==> config.mk <==
export PLATFORM = sky130hd
export DESIGN_NAME = iq_queue
export DESIGN_NICKNAME = d
export VERILOG_FILES = /design/src/rtl/iq_pkg.sv /design/src/rtl/iq_rst_sync.sv /design/src/rtl/iq_count.sv /design/src/rtl/iq_writer.sv /design/src/rtl/iq_hostif.sv /design/src/rtl/iq_queue.sv
export SDC_FILE = /design/constraint.sdc
export NUM_CORES = 1
export LEC_CHECK = 0
export BUFFER_PORTS_ARGS = -buffer_cell sky130_fd_sc_hd__buf_2
export CORE_MARGIN = 2
export CORE_UTILIZATION = 40
export DETAILED_ROUTE_END_ITERATION = 10
export PLACE_DENSITY = 0.68
export SLEW_MARGIN = 20
export SYNTH_ARGS = -nofsm -noshare
export SYNTH_HDL_FRONTEND = slang
export SYNTH_HIERARCHICAL = 1
export SYNTH_SLANG_ARGS = --single-unit
==> constraint.sdc <==
create_clock -name clk -period 2.56 [get_ports clk]
set_input_delay 0.512 -clock clk [delete_from_list [all_inputs] [get_ports clk]]
set_output_delay 0.512 -clock clk [all_outputs]
set_load 0.05 [all_outputs]
==> src/rtl/iq_pkg.sv <==
package iq_pkg;
  typedef enum logic [1:0] {
    SEL_TAIL    = 2'd0,
    SEL_COUNT   = 2'd1,
    SEL_AUTODEC = 2'd2,
    SEL_NONE    = 2'd3
  } iq_sel_e;

  typedef enum logic [1:0] {
    WS_IDLE = 2'd0,
    WS_PTR  = 2'd1,
    WS_STAT = 2'd2
  } iq_wstate_e;

  localparam int unsigned ENTRY_WORDS = 2;
endpackage

==> src/rtl/iq_rst_sync.sv <==
module iq_rst_sync (
  input  logic clk,
  input  logic rst_n,
  output logic rst_n_sync
);
  logic [1:0] sync_q;

  always_ff @(posedge clk or negedge rst_n) begin
    if (!rst_n) sync_q <= 2'b00;
    else        sync_q <= {sync_q[0], 1'b1};
  end

  assign rst_n_sync = sync_q[1];
endmodule

==> src/rtl/iq_count.sv <==
module iq_count #(
  parameter int unsigned CW = 8
) (
  input  logic          clk,
  input  logic          rst_n,
  input  logic          inc,
  input  logic          dec,
  input  logic          clr,
  output logic [CW-1:0] cnt,
  output logic          exceed
);
  localparam logic [CW-1:0] CMAX = {CW{1'b1}};

  logic [CW-1:0] cnt_q, cnt_d;
  logic          exc_q, exc_d;
  logic          en;

  assign en = clr | inc | dec;

  always_comb begin
    cnt_d = cnt_q;
    exc_d = exc_q;
    if (clr) begin
      cnt_d = '0;
      exc_d = 1'b0;
    end else if (inc && !dec) begin
      if (cnt_q == CMAX) exc_d = 1'b1;
      else               cnt_d = cnt_q + 1'b1;
    end else if (dec && !inc && (cnt_q != '0)) begin
      cnt_d = cnt_q - 1'b1;
    end
  end

  always_ff @(posedge clk or negedge rst_n) begin
    if (!rst_n) begin
      cnt_q <= '0;
      exc_q <= 1'b0;
    end else if (en) begin
      cnt_q <= cnt_d;
      exc_q <= exc_d;
    end
  end

  assign cnt    = cnt_q;
  assign exceed = exc_q;

  // a full counter holds and flags overflow
  p_saturate_r7: assert property (@(posedge clk) disable iff (!rst_n)
    (cnt_q == CMAX && inc && !dec && !clr) |=> (cnt_q == CMAX && exc_q));
  // overflow flag is sticky until cleared
  p_exceed_sticky_r7: assert property (@(posedge clk) disable iff (!rst_n)
    (exc_q && !clr) |=> exc_q);
  // no underflow
  p_no_underflow_r10: assert property (@(posedge clk) disable iff (!rst_n)
    (cnt_q == '0 && dec && !inc && !clr) |=> (cnt_q == '0));
  // simultaneous entry and decrement cancel
  p_inc_dec_r11: assert property (@(posedge clk) disable iff (!rst_n)
    (inc && dec && !clr) |=> $stable(cnt_q));
  // clear empties the counter
  p_clear_r8: assert property (@(posedge clk) disable iff (!rst_n)
    clr |=> (cnt_q == '0 && !exc_q));
endmodule

==> src/rtl/iq_writer.sv <==
module iq_writer
  import iq_pkg::*;
#(
  parameter int unsigned AW = 16,
  parameter int unsigned DW = 16
) (
  input  logic          clk,
  input  logic          rst_n,
  input  logic          evt_valid,
  input  logic [DW-1:0] evt_status,
  input  logic [AW-1:0] evt_ptr,
  output logic          evt_ready,
  input  logic          tail_ld,
  input  logic [AW-1:0] tail_ld_val,
  output logic [AW-1:0] tail,
  output logic          done,
  output logic          ram_we,
  output logic [AW-1:0] ram_addr,
  output logic [DW-1:0] ram_wdata
);
  localparam logic [AW-1:0] STEP = AW'(ENTRY_WORDS);

  iq_wstate_e    st_q, st_d;
  logic [AW-1:0] tail_q, tail_d;
  logic [DW-2:0] stat_q;
  logic [AW-1:0] ptr_q;
  logic          cap;
  logic          tail_en;

  assign evt_ready = (st_q == WS_IDLE);
  assign cap       = evt_valid && evt_ready;
  assign done      = (st_q == WS_STAT);

  always_comb begin
    st_d   = st_q;
    tail_d = tail_q;
    case (st_q)
      WS_IDLE: if (cap) st_d = WS_PTR;
      WS_PTR:  st_d = WS_STAT;
      WS_STAT: begin
        st_d   = WS_IDLE;
        tail_d = tail_q + STEP;
      end
      default: st_d = WS_IDLE;
    endcase
    if (tail_ld) tail_d = tail_ld_val;
  end

  assign tail_en = tail_ld || done;

  always_ff @(posedge clk or negedge rst_n) begin
    if (!rst_n) st_q <= WS_IDLE;
    else        st_q <= st_d;
  end

  always_ff @(posedge clk or negedge rst_n) begin
    if (!rst_n)       tail_q <= '0;
    else if (tail_en) tail_q <= tail_d;
  end

  always_ff @(posedge clk or negedge rst_n) begin
    if (!rst_n) begin
      stat_q <= '0;
      ptr_q  <= '0;
    end else if (cap) begin
      stat_q <= evt_status[DW-2:0];
      ptr_q  <= evt_ptr;
    end
  end

  assign tail      = tail_q;
  assign ram_we    = (st_q == WS_PTR) || (st_q == WS_STAT);
  assign ram_addr  = (st_q == WS_PTR) ? (tail_q + 1'b1) : tail_q;
  assign ram_wdata = (st_q == WS_PTR) ? DW'(ptr_q) : {1'b1, stat_q};

  // two busy cycles after acceptance
  p_busy_r2: assert property (@(posedge clk) disable iff (!rst_n)
    (evt_valid && evt_ready) |=> !evt_ready ##1 !evt_ready ##1 evt_ready);
  // no RAM write while idle
  p_idle_quiet_r3: assert property (@(posedge clk) disable iff (!rst_n)
    ram_we |-> !evt_ready);
  // tail advances by one entry unless loaded
  p_advance_r5: assert property (@(posedge clk) disable iff (!rst_n)
    (done && !tail_ld) |=> (tail_q == $past(tail_q) + STEP));
  // host load wins
  p_load_r12: assert property (@(posedge clk) disable iff (!rst_n)
    tail_ld |=> (tail_q == $past(tail_ld_val)));
endmodule

==> src/rtl/iq_hostif.sv <==
module iq_hostif
  import iq_pkg::*;
#(
  parameter int unsigned AW = 16,
  parameter int unsigned DW = 16,
  parameter int unsigned CW = 8
) (
  input  logic [1:0]    hst_sel,
  input  logic          hst_rd,
  input  logic          hst_wr,
  input  logic [DW-1:0] hst_wdata,
  input  logic [AW-1:0] tail,
  input  logic [CW-1:0] cnt,
  input  logic          exceed,
  output logic          cnt_dec,
  output logic          cnt_clr,
  output logic          tail_ld,
  output logic [AW-1:0] tail_ld_val,
  output logic [DW-1:0] hst_rdata
);
  iq_sel_e sel;
  logic    acc;

  assign sel         = iq_sel_e'(hst_sel);
  assign acc         = hst_rd || hst_wr;
  assign cnt_dec     = acc && (sel == SEL_AUTODEC);
  assign cnt_clr     = hst_wr && (sel == SEL_COUNT);
  assign tail_ld     = hst_wr && (sel == SEL_TAIL);
  assign tail_ld_val = hst_wdata[AW-1:0];

  always_comb begin
    case (sel)
      SEL_TAIL:                hst_rdata = DW'(tail);
      SEL_COUNT, SEL_AUTODEC:  hst_rdata = DW'({exceed, cnt});
      default:                 hst_rdata = '0;
    endcase
  end
endmodule

==> src/rtl/iq_queue.sv <==
module iq_queue #(
  parameter int unsigned AW = 16,
  parameter int unsigned DW = 16,
  parameter int unsigned CW = 8
) (
  input  logic          clk,
  input  logic          rst_n,
  input  logic          evt_valid,
  input  logic [DW-1:0] evt_status,
  input  logic [AW-1:0] evt_ptr,
  output logic          evt_ready,
  output logic          ram_we,
  output logic [AW-1:0] ram_addr,
  output logic [DW-1:0] ram_wdata,
  input  logic [1:0]    hst_sel,
  input  logic          hst_rd,
  input  logic          hst_wr,
  input  logic [DW-1:0] hst_wdata,
  output logic [DW-1:0] hst_rdata
);
  logic          rst_n_s;
  logic [AW-1:0] tail;
  logic          done;
  logic [CW-1:0] cnt;
  logic          exceed;
  logic          cnt_dec, cnt_clr, tail_ld;
  logic [AW-1:0] tail_ld_val;

  iq_rst_sync u_rst (
    .clk        (clk),
    .rst_n      (rst_n),
    .rst_n_sync (rst_n_s)
  );

  iq_writer #(.AW(AW), .DW(DW)) u_writer (
    .clk         (clk),
    .rst_n       (rst_n_s),
    .evt_valid   (evt_valid),
    .evt_status  (evt_status),
    .evt_ptr     (evt_ptr),
    .evt_ready   (evt_ready),
    .tail_ld     (tail_ld),
    .tail_ld_val (tail_ld_val),
    .tail        (tail),
    .done        (done),
    .ram_we      (ram_we),
    .ram_addr    (ram_addr),
    .ram_wdata   (ram_wdata)
  );

  iq_count #(.CW(CW)) u_count (
    .clk    (clk),
    .rst_n  (rst_n_s),
    .inc    (done),
    .dec    (cnt_dec),
    .clr    (cnt_clr),
    .cnt    (cnt),
    .exceed (exceed)
  );

  iq_hostif #(.AW(AW), .DW(DW), .CW(CW)) u_host (
    .hst_sel     (hst_sel),
    .hst_rd      (hst_rd),
    .hst_wr      (hst_wr),
    .hst_wdata   (hst_wdata),
    .tail        (tail),
    .cnt         (cnt),
    .exceed      (exceed),
    .cnt_dec     (cnt_dec),
    .cnt_clr     (cnt_clr),
    .tail_ld     (tail_ld),
    .tail_ld_val (tail_ld_val),
    .hst_rdata   (hst_rdata)
  );
endmodule

==> flow_summary.ini <==
[route]
num_vias = 2993
ant_nets = 0
maxUsedRoutingLayer = met4
drtPass1Iterations = 4
wl_per_cell_um = 14.37
wl_met2_um = 4031
m1WireLength_um = 4012
routed_via_density = 4.931
wl_met3_um = 597
drc = 0
drt_iter0_markers = 112
wirelength_um = 8724

[synthesis]
synthArstFlopShare_pct = 100.0
yosys.area_share.adder_pct = 5.776
netlist_area_um2 = 3812
syn_nets = 440
syn_area_per_cell_um2 = 10.36
ys_ff_latch = 60
synth-xor-area-share_pct = 7.351
ys_warn_count = 6
synthSimpleGateAreaFrac_pct = 16.70
ys_types = 54
syn_inst = 368
synth-edff-count = 0
yosys_most_used_dff = dfrtp_1
synth_top_family_by_area = simple AND/OR/NAND/NOR gates
seq_area_frac_synth_pct = 39.38
synth.area.mux_share_pct = 14.74
synth-compound-area-share_pct = 9.813

[floorplanning]
fp.coreArea_um2 = 9240
dieArea_um2 = 10330
die_height_um = 101.6
die_w_um = 101.6
start_util_pct = 41.26
io_pins = 105
row_count = 35

[job]
cap_violations = 0

[layout]
layout.cells.non_filler = 607
final_area_um2 = 4686
layout-drive-gt1-share_pct = 45.40
layout_commonest_cell = buf_2
diodes = 0
final_cell_mix = buf_2, dfrtp_1, mux2_2
nets = 545
syn_to_final_growth_pct = 22.91

[timing]
fin_tns_setup_ns = 0
setup_viol = 0
worstMarginPinSlew_ns = 0.5728
period_share_pct = 97.53
slew_headroom_pct = 61.82
slew_violations = 0
finalWorstSetupSlack_ns = 0.06330
rsz0062_at_grt = true
finalClockSkew_ns = 0.006072
hold_viol_final = 0
min_period_ns = 2.497
fmax_ghz = 0.4005

[critical_path]
slowest_delay_ns = 0.46
startpoint_type = register
cp_max_fo = 6
crit_chain = ha_2 -> nand3_2 -> or2_1 -> nor3_2 -> xor2_1 -> buf_4
criticalPathCategory = reg -> out
worstPathArrival_ns = 1.98
cp-end-kind = primary output
critPathSlowestCell = dfrtp_2
cp.required_ns = 2.05

[worst_hold_path]
hold_class = reg -> async

[cts]
cts_buffer_depth = 2
cts_tree = yes
clk_pin_slew_ns = 0.08
cts_num_sinks = 60
postCtsSetupRepairBufs = 0
root_buffer = clkbuf_8
h-tree-depth = 3
cts_buffers = 9
clk_latency_ns = 0.33

[power_and_ir_drop]
combPwrFrac_pct = 60.9
sw_frac_of_total_pct = 49.66
p_sw_mw = 3.117
p_total_mw = 6.277
leakage_nw = 2.106
p_int_mw = 3.160
ir_worst_vdd_mv = 0.8585
seqPwrFrac_pct = 26.8
pwr-share-clk_pct = 12.3
power_density_nw_per_um2 = 1340

[global_route]
grt_pass1_vias = 2937
grt_start_max_net_pins = 32
globalRouteTotalUtil_pct = 17.58
overflow = 0
grt_pass1_wl_um = 14190
antenna_found_initial = 0

[placement]
gp_congestion = 0.8928
dp_slack_ns = -0.1425
placed_area_um2 = 4456
dp_hpwl_um = 6500
dp_cells = 590
io_buffers = 103

[outcome]
status = finished, final reports clean
path summary, 6_finish.rpt:
check | startpoint | endpoint | slack [ns] | cells after the start
worst max-delay path | u_writer/tail[1] | ram_addr[13] | 0.06 | 6
min in group clk | u_rst/sync_q[0] | u_rst/sync_q[1] | 0.36 | 0
worst min-delay path | u_rst/sync_q[1] | u_count/cnt[3] | 0.27 | 0
worst min register to register | u_rst/sync_q[1] | u_count/cnt[3] | 0.27 | 0
worst max register to register | u_writer/st_q[0] | u_count/cnt[7] | 0.24 | 8
max in group asynchronous | u_rst/sync_q[1] | u_writer/stat_q[8] | 1.59 | 1
kinds of logic after synthesis:
group,Yosys count
AOI/OAI and AO/OA,55
other,1
DFF,60
buffers and inverters,42
adders and majority gates,17
and+or+nand+nor,111
xor gates and xnor gates,32
muxes,50
flip-flops by register name, summed over array words and instances (netlist names):
name,cells
u_count/cnt,8
u_rst/sync_q,2
u_writer/ptr_q,16
u_count/exceed,1
u_writer/stat_q,15
u_writer/tail,16
u_writer/st_q,2
area by class of cell:
type / instances / area [um2]
Clock buffer: 10 / 137.6
Inverter: 11 / 41.29
Multi-Input combinational cell: 266 / 2100
Tap cell: 129 / 161.4
Timing Repair Buffer: 125 / 699.4
Fill cell: 864 / 4554
Sequential cell: 60 / 1508
Clock inverter: 6 / 38.79
power by group through the flow:
stage	sequential, mW	clock, mW	combinational, mW
2_1_floorplan	1.61	0	3.01
3_3_place_gp	1.67	0	3.71
3_5_place_dp	1.69	0	3.78
4_1_cts	1.68	0.802	3.83
5_1_grt	1.74	0.844	4.10
6_report	1.68	0.774	3.82
critical path: cells and delay by family, from the launching register on:
| kind | cells | cell delay [ns] |
|---|---|---|
| buffers and inverters | 1 | 0.23 |
| adders and majority gates | 1 | 0.24 |
| xor gates and xnor gates | 1 | 0.19 |
| DFF | 1 | 0.46 |
| and+or+nand+nor | 3 | 0.54 |
routing by layer:
layer | vias to the layer above | global-route usage [%]
met4 | 0 | 6.445
met3 | 6 | 4.693
met5 | - | 0
met2 | 83 | 27.38
met1 | 1416 | 23.53
li1 | 1488 | -
through the flow:
stage / util (%) / hold WS, ns
detailed placement: 48.22 / 0.2929
global placement: 48.22 / 0.2829
global route: 50.71 / 0.3285
CTS: 50.59 / 0.2962
floorplan: - / 0.2164
finish: 50.71 / 0.2694
Yosys cell counts, drive strengths merged, types with 8 or more instances:
cell type	count	area share (%)
and2	9	1.5
buf	25	4.5
ha	16	5.3
xor2	10	2.3
nand3	13	2.0
o21ai	20	3.0
xnor2	22	5.1
nand2	28	3.0
dfrtp	60	39
inv	11	1.1
a22oi	9	1.8
nor3	9	1.3
mux2	49	14
nor2	24	2.4
nand4	8	2.3
what timing repair did:
item | 4_1_cts | 5_1_grt
setup endpoints to repair | 6 | 6
hold buffers | 1 | 0
gates resized for setup | 9 | 7
endpoints found under the hold margin | 2 | 0
Power figures use the tool's default switching activity.
